**config.mk**
```make
export PLATFORM = sky130hd
export DESIGN_NAME = prg_bank_mapper
export DESIGN_NICKNAME = d
export VERILOG_FILES = /design/src/rtl/prg_map_pkg.sv /design/src/rtl/prg_map_regs.sv /design/src/rtl/prg_map_window.sv /design/src/rtl/prg_bank_mapper.sv
export SDC_FILE = /design/constraint.sdc
export NUM_CORES = 1
export LEC_CHECK = 0
export ABC_AREA = 1
export BUFFER_PORTS_ARGS = -buffer_cell sky130_fd_sc_hd__buf_4
export CORE_MARGIN = 4
export CORE_UTILIZATION = 46
export DETAILED_ROUTE_END_ITERATION = 10
export PLACE_DENSITY = 0.84
export REMOVE_ABC_BUFFERS = 1
export SYNTH_ARGS = -nofsm -noshare
export SYNTH_HDL_FRONTEND = slang
export SYNTH_SLANG_ARGS = --single-unit
```
**constraint.sdc**
```tcl
create_clock -name clk -period 1.5 [get_ports clk]
set_clock_uncertainty 0.2 [all_clocks]
set_input_delay 0.075 -clock clk [delete_from_list [all_inputs] [get_ports clk]]
set_output_delay 0.075 -clock clk [all_outputs]
set_load 0.005 [all_outputs]
```
**src/rtl/prg_map_pkg.sv**
```systemverilog
package prg_map_pkg;

  localparam int unsigned OFFSET_W      = 13;
  localparam logic [15:0] SLOT_MASK     = 16'hE001;
  localparam logic [15:0] FOLD_MASK     = 16'h8001;
  localparam logic [15:0] SEL_SLOT      = 16'h8000;
  localparam logic [15:0] DATA_SLOT     = 16'h8001;
  localparam int unsigned SWAP_BIT      = 6;
  localparam int unsigned PRG_REG_BASE  = 6;
  localparam int unsigned PRG_REG_COUNT = 2;

  typedef struct packed {
    logic       swap;
    logic [2:0] idx;
  } sel_t;

  typedef enum logic [1:0] {
    SRC_LOW_REG  = 2'd0,
    SRC_HIGH_REG = 2'd1,
    SRC_PENULT   = 2'd2,
    SRC_FINAL    = 2'd3
  } win_src_e;

  function automatic win_src_e window_source(input int unsigned win, input logic swap);
    case (win)
      0:       return swap ? SRC_PENULT : SRC_LOW_REG;
      1:       return SRC_HIGH_REG;
      2:       return swap ? SRC_LOW_REG : SRC_PENULT;
      default: return SRC_FINAL;
    endcase
  endfunction

endpackage

```
**src/rtl/prg_map_regs.sv**
```systemverilog
module prg_map_regs
  import prg_map_pkg::*;
#(
  parameter int unsigned BANK_W = 6
) (
  input  logic              clk,
  input  logic              rst_n,
  input  logic              reduced_mode,
  input  logic [15:0]       cpu_addr,
  input  logic [7:0]        cpu_wdata,
  input  logic              cpu_we,
  output logic              mode_swap,
  output logic [BANK_W-1:0] bank_lo,
  output logic [BANK_W-1:0] bank_hi
);

  logic [15:0]       slot_addr;
  logic              sel_wr;
  logic              data_wr;
  sel_t              sel_d;
  sel_t              sel_q;
  logic [BANK_W-1:0] bank_q [PRG_REG_COUNT];
  logic              unused_wdata;

  assign unused_wdata = ^cpu_wdata;

  always_comb begin
    slot_addr  = reduced_mode ? (cpu_addr & FOLD_MASK) : (cpu_addr & SLOT_MASK);
    sel_wr     = cpu_we && (slot_addr == SEL_SLOT);
    data_wr    = cpu_we && (slot_addr == DATA_SLOT);
    sel_d.swap = reduced_mode ? 1'b0 : cpu_wdata[SWAP_BIT];
    sel_d.idx  = cpu_wdata[2:0];
  end

  always_ff @(posedge clk or negedge rst_n) begin
    if (!rst_n)      sel_q <= '0;
    else if (sel_wr) sel_q <= sel_d;
  end

  for (genvar r = 0; r < PRG_REG_COUNT; r++) begin : g_bank
    localparam logic [2:0] REG_IDX = 3'(PRG_REG_BASE + r);
    always_ff @(posedge clk or negedge rst_n) begin
      if (!rst_n)
        bank_q[r] <= '0;
      else if (data_wr && (sel_q.idx == REG_IDX))
        bank_q[r] <= cpu_wdata[BANK_W-1:0];
    end
  end

  assign mode_swap = sel_q.swap;
  assign bank_lo   = bank_q[0];
  assign bank_hi   = bank_q[1];

  // selector write lands in mode bit and index
  assert_select_load_R2: assert property (@(posedge clk) disable iff (!rst_n)
    (sel_wr && !reduced_mode) |=> (mode_swap == $past(cpu_wdata[6])));

  // data slot with index 6 reaches the low program register
  assert_data_route_R3: assert property (@(posedge clk) disable iff (!rst_n)
    (data_wr && (sel_q.idx == 3'd6)) |=> (bank_lo == $past(cpu_wdata[BANK_W-1:0])));

  // folded selector writes never set the mode bit
  assert_fold_clear_R11: assert property (@(posedge clk) disable iff (!rst_n)
    (reduced_mode && cpu_we && cpu_addr[15] && !cpu_addr[0]) |=> !mode_swap);

  // no strobe, no change
  assert_idle_hold_R12: assert property (@(posedge clk) disable iff (!rst_n)
    !cpu_we |=> ($stable(bank_lo) && $stable(bank_hi) && $stable(mode_swap)));

endmodule

```
**src/rtl/prg_map_window.sv**
```systemverilog
module prg_map_window
  import prg_map_pkg::*;
#(
  parameter  int unsigned BANK_W = 6,
  localparam int unsigned LG_W   = $clog2(BANK_W + 1),
  localparam int unsigned PHYS_W = BANK_W + OFFSET_W
) (
  input  logic              clk,
  input  logic              rst_n,
  input  logic [LG_W-1:0]   rom_banks_log2,
  input  logic [15:0]       cpu_addr,
  input  logic              mode_swap,
  input  logic [BANK_W-1:0] bank_lo,
  input  logic [BANK_W-1:0] bank_hi,
  output logic [PHYS_W-1:0] phys_addr,
  output logic              rom_sel,
  output logic              ram_sel
);

  logic [BANK_W-1:0] bank_mask;
  logic [BANK_W-1:0] penult_bank;
  logic [BANK_W-1:0] win_bank [4];

  always_comb begin
    bank_mask = '0;
    for (int i = 0; i < BANK_W; i++)
      if (i < int'(rom_banks_log2)) bank_mask[i] = 1'b1;
    penult_bank = (bank_mask - BANK_W'(1)) & bank_mask;
  end

  for (genvar w = 0; w < 4; w++) begin : g_win
    win_src_e src;
    always_comb begin
      src = window_source(w, mode_swap);
      case (src)
        SRC_LOW_REG:  win_bank[w] = bank_lo & bank_mask;
        SRC_HIGH_REG: win_bank[w] = bank_hi & bank_mask;
        SRC_PENULT:   win_bank[w] = penult_bank;
        default:      win_bank[w] = bank_mask;
      endcase
    end
  end

  always_comb begin
    rom_sel = cpu_addr[15];
    ram_sel = (cpu_addr[15:13] == 3'b011);
    if (rom_sel)
      phys_addr = {win_bank[cpu_addr[14:13]], cpu_addr[OFFSET_W-1:0]};
    else if (ram_sel)
      phys_addr = {{BANK_W{1'b0}}, cpu_addr[OFFSET_W-1:0]};
    else
      phys_addr = '0;
  end

  // top window always lands on the final bank
  assert_final_fixed_R6: assert property (@(posedge clk) disable iff (!rst_n)
    (cpu_addr[15:13] == 3'b111) |-> (phys_addr[PHYS_W-1:OFFSET_W] == bank_mask));

  // second window follows the high register
  assert_high_window_R5: assert property (@(posedge clk) disable iff (!rst_n)
    (cpu_addr[15:13] == 3'b101) |-> (phys_addr[PHYS_W-1:OFFSET_W] == (bank_hi & bank_mask)));

  // in-window offset passes straight through
  assert_offset_pass_R8: assert property (@(posedge clk) disable iff (!rst_n)
    (rom_sel || ram_sel) |-> (phys_addr[OFFSET_W-1:0] == cpu_addr[OFFSET_W-1:0]));

  // ROM and RAM selects never overlap
  assert_region_excl_R9: assert property (@(posedge clk) disable iff (!rst_n)
    $onehot0({rom_sel, ram_sel}));

endmodule

```
**src/rtl/prg_bank_mapper.sv**
```systemverilog
module prg_bank_mapper
  import prg_map_pkg::*;
#(
  parameter  int unsigned MAX_BANKS = 64,
  localparam int unsigned BANK_W    = $clog2(MAX_BANKS),
  localparam int unsigned LG_W      = $clog2(BANK_W + 1),
  localparam int unsigned PHYS_W    = BANK_W + OFFSET_W
) (
  input  logic              clk,
  input  logic              rst_n,
  input  logic              reduced_mode,
  input  logic [LG_W-1:0]   rom_banks_log2,
  input  logic [15:0]       cpu_addr,
  input  logic [7:0]        cpu_wdata,
  input  logic              cpu_we,
  output logic [PHYS_W-1:0] phys_addr,
  output logic              rom_sel,
  output logic              ram_sel
);

  logic              mode_swap;
  logic [BANK_W-1:0] bank_lo;
  logic [BANK_W-1:0] bank_hi;

  prg_map_regs #(.BANK_W(BANK_W)) u_regs (
    .clk          (clk),
    .rst_n        (rst_n),
    .reduced_mode (reduced_mode),
    .cpu_addr     (cpu_addr),
    .cpu_wdata    (cpu_wdata),
    .cpu_we       (cpu_we),
    .mode_swap    (mode_swap),
    .bank_lo      (bank_lo),
    .bank_hi      (bank_hi)
  );

  prg_map_window #(.BANK_W(BANK_W)) u_window (
    .clk            (clk),
    .rst_n          (rst_n),
    .rom_banks_log2 (rom_banks_log2),
    .cpu_addr       (cpu_addr),
    .mode_swap      (mode_swap),
    .bank_lo        (bank_lo),
    .bank_hi        (bank_hi),
    .phys_addr      (phys_addr),
    .rom_sel        (rom_sel),
    .ram_sel        (ram_sel)
  );

  // writes to foreign slots leave the selector alone
  assert_foreign_slot_R10: assert property (@(posedge clk) disable iff (!rst_n)
    (cpu_we && !reduced_mode && cpu_addr[15] && (cpu_addr[14:13] != 2'b00)) |=>
      $stable(mode_swap));

endmodule

```
; Word level (Yosys, flattened, before mapping)
; Cells that the tools add are included.
[word_totals]
ff_bits = 16
in_bits = 31
out_inout_bits = 21
wordCells = 48
[classes]
add_sub_neg = 1
order_cmp = 7
eq_ne = 9
n_mux = 17
bitwise = 4
n_reduce_logical = 6
[op_table]
columns = op, count
row1 = case mux 6 bit (3 select lines), 2
row2 = equality test 16 bit (second input constant), 2
row3 = 2-to-1 mux 19 bit, 1
row4 = bitwise AND 6 bit, 3
row5 = 2-to-1 mux 15 bit, 1
row6 = 2-to-1 mux 13 bit, 1
row7 = binary-select mux 6 bit (select 2 bit), 1
row8 = 2-to-1 mux 6 bit, 2
row9 = 2-to-1 mux 1 bit, 7
row10 = equality test 3 bit (second input constant), 2
row11 = less-than comparator 1 x 3 -> 1 bit (first input constant), 2
row12 = less-than comparator 2 x 3 -> 1 bit (first input constant), 2
row13 = less-than comparator 3 bit (first input constant), 2
row14 = subtractor 6 x 1 -> 6 bit (second input constant), 1
row15 = equality test 2 x 1 -> 1 bit (second input constant), 2
row16 = equality test 2 bit (second input constant), 2
row17 = logical AND 1 bit, 4
row18 = logical NOT 2 bit, 2
row19 = 2-to-1 mux 2 bit, 2
row20 = equality test 3 x 2 -> 1 bit (second input constant), 1
row21 = >= comparator 3 bit (second input constant), 1
row22 = inverter 2 -> 3 bit, 1

; Logic depth before layout (Yosys ltp)
[logic_depth]
depth_word = 9
ltp_mapped = 8
depth_no_buf = 7

; Hierarchy
; Synthesis repeated with hierarchy kept, for this count alone.
[unflattened]
cells_unflattened = 183
area_unflattened_um2 = 1176.1
[by_module_without_submodules]
columns = module, instances, cells_each, area_per_inst_um2, seq_area_each_um2
row1 = prg_map_regs, 1, 88, 759.5, 400.4
row2 = prg_map_window, 1, 95, 416.6, 0.0

; Worst setup path before layout
; No wires, ideal clock.
[synth_timing]
path_type = register -> register
startpoint = register u_regs.sel_q[0] (netlist bit)
endpoint = register u_regs.bank_q (netlist bit u_regs.bank_lo[0])
setup_ns = 0.117
t_arrival_ns = 0.950
t_required_ns = 1.183
slack_ns = 0.233
stages_incl_launch_ff = 5
n_path_buf = 0
period_less_slack_ns = 1.267
path_cell_list = dfrtp_1 -> nor2_1 -> nand3_2 -> nand2_1 -> nand2_1
[synth_via]
elab_chain_len = 2
[synth_rtl]
columns = item, line_no
row1 = start: declaration, prg_map_regs.sv:21  ; sel_t sel_q;
row2 = start signal: assignment, prg_map_regs.sv:37  ; else if (sel_wr) sel_q <= sel_d;
row3 = equality test 3 bit, prg_map_regs.sv:45  ; else if (data_wr && (sel_q.idx == REG_IDX))
row4 = logical AND 1 bit, prg_map_regs.sv:45
row5 = end signal: indexed assignment, prg_map_regs.sv:46  ; bank_q[r] <= cpu_wdata[BANK_W-1:0];
row6 = end: declaration, prg_map_regs.sv:22  ; logic [BANK_W-1:0] bank_q [PRG_REG_COUNT];
; No other way between the ends.
; A chain may end at the register's enable or synchronous reset.

; Worst setup path in the final report
[layout_timing]
startpoint = register u_regs.sel_q (netlist bit u_regs.mode_swap)
endpoint = output phys_addr[16]
[layout_via]
elab_chain_len = 7
word_cells_on_any_way = 14
cone_classes = eq/ne (4) / mux (8) / reduce/logical (2)
[layout_rtl]
columns = item, line_no
row1 = 2-to-1 mux 2 bit (on tied branches), "prg_map_pkg.sv:28, prg_map_pkg.sv:26"
row2 = equality test 2 bit (tied with other cells), prg_map_window.sv:35  ; case (src)
row3 = case mux 6 bit (3 select lines), prg_map_window.sv:35
row4 = binary-select mux 6 bit (select 2 bit) *, prg_map_window.sv:48  ; phys_addr = {win_bank[cpu_addr[14:13]], cpu_addr[OFFSET_W-1:0]};
row5 = 2-to-1 mux 6 bit (implied by the code) * (2 in a row), prg_map_window.sv:48
row6 = 2-to-1 mux 19 bit *, prg_map_window.sv:47  ; if (rom_sel)
row7 = end: declaration, prg_bank_mapper.sv:16  ; output logic [PHYS_W-1:0] phys_addr,
; Mark *: on every way between the ends. The rest lies on a longest branch, timed or not. The select of a mux whose other input is x is not followed.

==> impl_metrics.ini <==
[synthesis]
synth_area_sq_um = 1114
yosys_warnings = 0
synth_seq_cells = 16
yosysTopAreaCell = dfrtp_1
synth_cells = 182
yosysTopAreaCellShare = 0.3596
ys_seq_area_frac = 0.3596
ys_top_cells_by_area = dfrtp_1, nand2_1, inv_1, nor2_1, nand3_1
syn_area_per_cell_sq_um = 6.119
ys_types = 16

[power]
powerDensity_nw_per_um2 = 726.4
p_sw_frac = 0.3220
intPower_mw = 0.8467
pwr-share-clk = 0.236
leakagePower_nw = 0.9932
power_frac_comb = 0.328
p_switching_mw = 0.4021
power_mw = 1.249
ir_drop_mv = 0.6762
p_seq_frac = 0.437

[clocking]
tritoncts = built
clockBufferDepth = 2
cts_sinks = 16
path_clk_slew_ns = 0.10
numCtsBuffers = 3
cts_max_level = 1
cts_setup_buffers = 0
cts_root_buf = clkbuf_4
clk-insertion-delay-late_ns = 0.29

[critical_path]
crit_type = flip-flop to primary output
critPathLaunch = u_regs.mode_swap
r2r-start = u_regs.sel_q[1]
start_kind = flip-flop
worst-path-max-fanout = 5
critPathRequiredTime_ns = 1.22
arrival_ns = 1.28
end_kind = primary output
reg2regPathDepth = 5

[routing]
drc = 0
drt_wl_total_mm = 3.042
drtIter0Drc = 36
postRouteAntennaNets = 0
wl_per_cell_microns = 11.06
drt-pass1-iter-count = 4
viasPerCell = 4.735
vias = 1302

[sta]
hold_violations = 0
setup_violations = 6
tightest_slew_ns = 0.2685
clock.fmax_mhz = 641.4
slew_headroom = 0.8205
fin_ws_ns = -0.05918
period_share = 1.039
post-route-min-period_ns = 1.559
timing.hold.ws_ns = 0.03471
drv_slew = 0
rsz0062_at_grt = yes

[floorplanning]
die_y_microns = 57.20
start_util = 0.4939
dieWidth_microns = 57.20
num_rows = 17
num_io_pins = 52
core_sq_um = 2255
dieArea_sq_um = 3272

[layout]
final_common_cell = nand2_1
nNetsFinal = 279
synthToLayoutAreaGrowth_pct = 54.38
fillers = 187
antennaDiodeCount = 0
drive_gt1_frac = 0.2955
mostFrequentLayoutCells = nand2_1, buf_4, inv_1, nor2_1, nand3_1
fin_area_sq_um = 1719
fin_util = 0.7625

[hold_path]
hold_depth = 5
min_from = reduced_mode
worstHoldPathType = input port to flip-flop

[global_routing]
grt_pass1_vias = 1199
grt_pass1_wl_mm = 5.285
grt_start_max_net_pins = 17
track_usage = 0.2053
grt-ovfl-total = 0
grt_antenna_before_repair = 0

[placement]
gp_congestion = 0.8006
place_area_sq_um = 1511
place.detailed.hpwl_mm = 2.167
port_buffers = 50
place_ws_ns = 0.1373

[outcome]
status = finished, violations left
violations = setup timing

[flow_run]
cap_violations = 0
-- synthesized netlist by cell type --
library cell / count
a21boi_0: 1
a21oi_1: 4
a21oi_4: 1
buf_2: 1
buf_4: 4
dfrtp_1: 16
inv_1: 32
inv_2: 2
nand2_1: 62
nand3_1: 20
nand3_2: 2
nor2_1: 27
nor2_2: 2
nor3_1: 4
o21ai_0: 3
o21ai_1: 1
-- cell families (layout without fill, tap and decap cells) --
kind of cell,Yosys count,in the layout,share of synthesized area
flops,16,16,0.3595
compound gates,10,10,0.05730
buf+inv,39,104,0.1461
simple gates,117,117,0.4371
-- final timing paths --
check	to	slack (ns)
max in group asynchronous	u_regs.mode_swap	0.38
worst max-delay path	phys_addr[16]	-0.06
worst min register to register	u_regs.bank_hi[1]	0.28
worst max register to register	u_regs.bank_hi[0]	0.30
min in group asynchronous	u_regs.bank_lo[1]	0.52
worst min-delay path	u_regs.sel_q[2]	0.03
-- power by group through the flow --
| stage | logic, mW | clock network [mW] | registers, mW |
|---|---|---|---|
| 2_1_floorplan | 0.188 | 0 | 0.535 |
| 3_3_place_gp | 0.354 | 0 | 0.545 |
| 3_5_place_dp | 0.360 | 0 | 0.547 |
| 4_1_cts | 0.401 | 0.299 | 0.544 |
| 5_1_grt | 0.461 | 0.327 | 0.557 |
| 6_report | 0.409 | 0.294 | 0.545 |
-- area by class of cell --
cell class                      count  area, sq um  area share
Clock buffer                        4        36.28     0.02111
Inverter                           34        127.6     0.07424
Multi-Input combinational cell    127        590.6      0.3435
Sequential cell                    16        401.6      0.2336
Tap cell                           28        35.03     0.02038
Timing Repair Buffer               66        528.0      0.3071
-- state kept, by name, summed over array words and instances, names as in the netlist --
register          cells
u_regs.bank_hi        6
u_regs.sel_q          3
u_regs.mode_swap      1
u_regs.bank_lo        6
-- per-layer routing --
| metal | wire length, microns | track usage | up-vias | part of all wire |
|---|---|---|---|---|
| met2 | 1435 | 0.3263 | 28 | 0.47 |
| met1 | 1388 | 0.2694 | 591 | 0.46 |
| li1 | - | - | 679 | - |
| met4 | 58 | 0.08940 | 0 | 0.019 |
| met5 | 0 | 0 | - | 0 |
| met3 | 159 | 0.04299 | 4 | 0.052 |
-- per-stage QoR --
step                      std cells  TNS, ns
after detailed placement        258        0
final                           275  -0.2377
after CTS                       275   -2.203
after global routing            275  -0.9140
after floorplan                 177        0
after global placement          258        0
-- critical path, cell delays in order, from the launching register on --
cell and delay [ns]:
dfrtp_2 0.45, nor2_4 0.13, nand2_1 0.06, nand2_1 0.06, nand2_1 0.05, nand2_1 0.07, nor2_1 0.04, buf_4 0.13
-- what timing repair did --
item | CTS | global route
hold buffers | 13 | 1
gates resized for setup | 8 | 5
gates cloned | 0 | 0
hold endpoints to repair | 32 | 16
endpoints found under the setup margin | 6 | 30
pin swaps | 5 | 7
(Power assumes the default switching activity.)
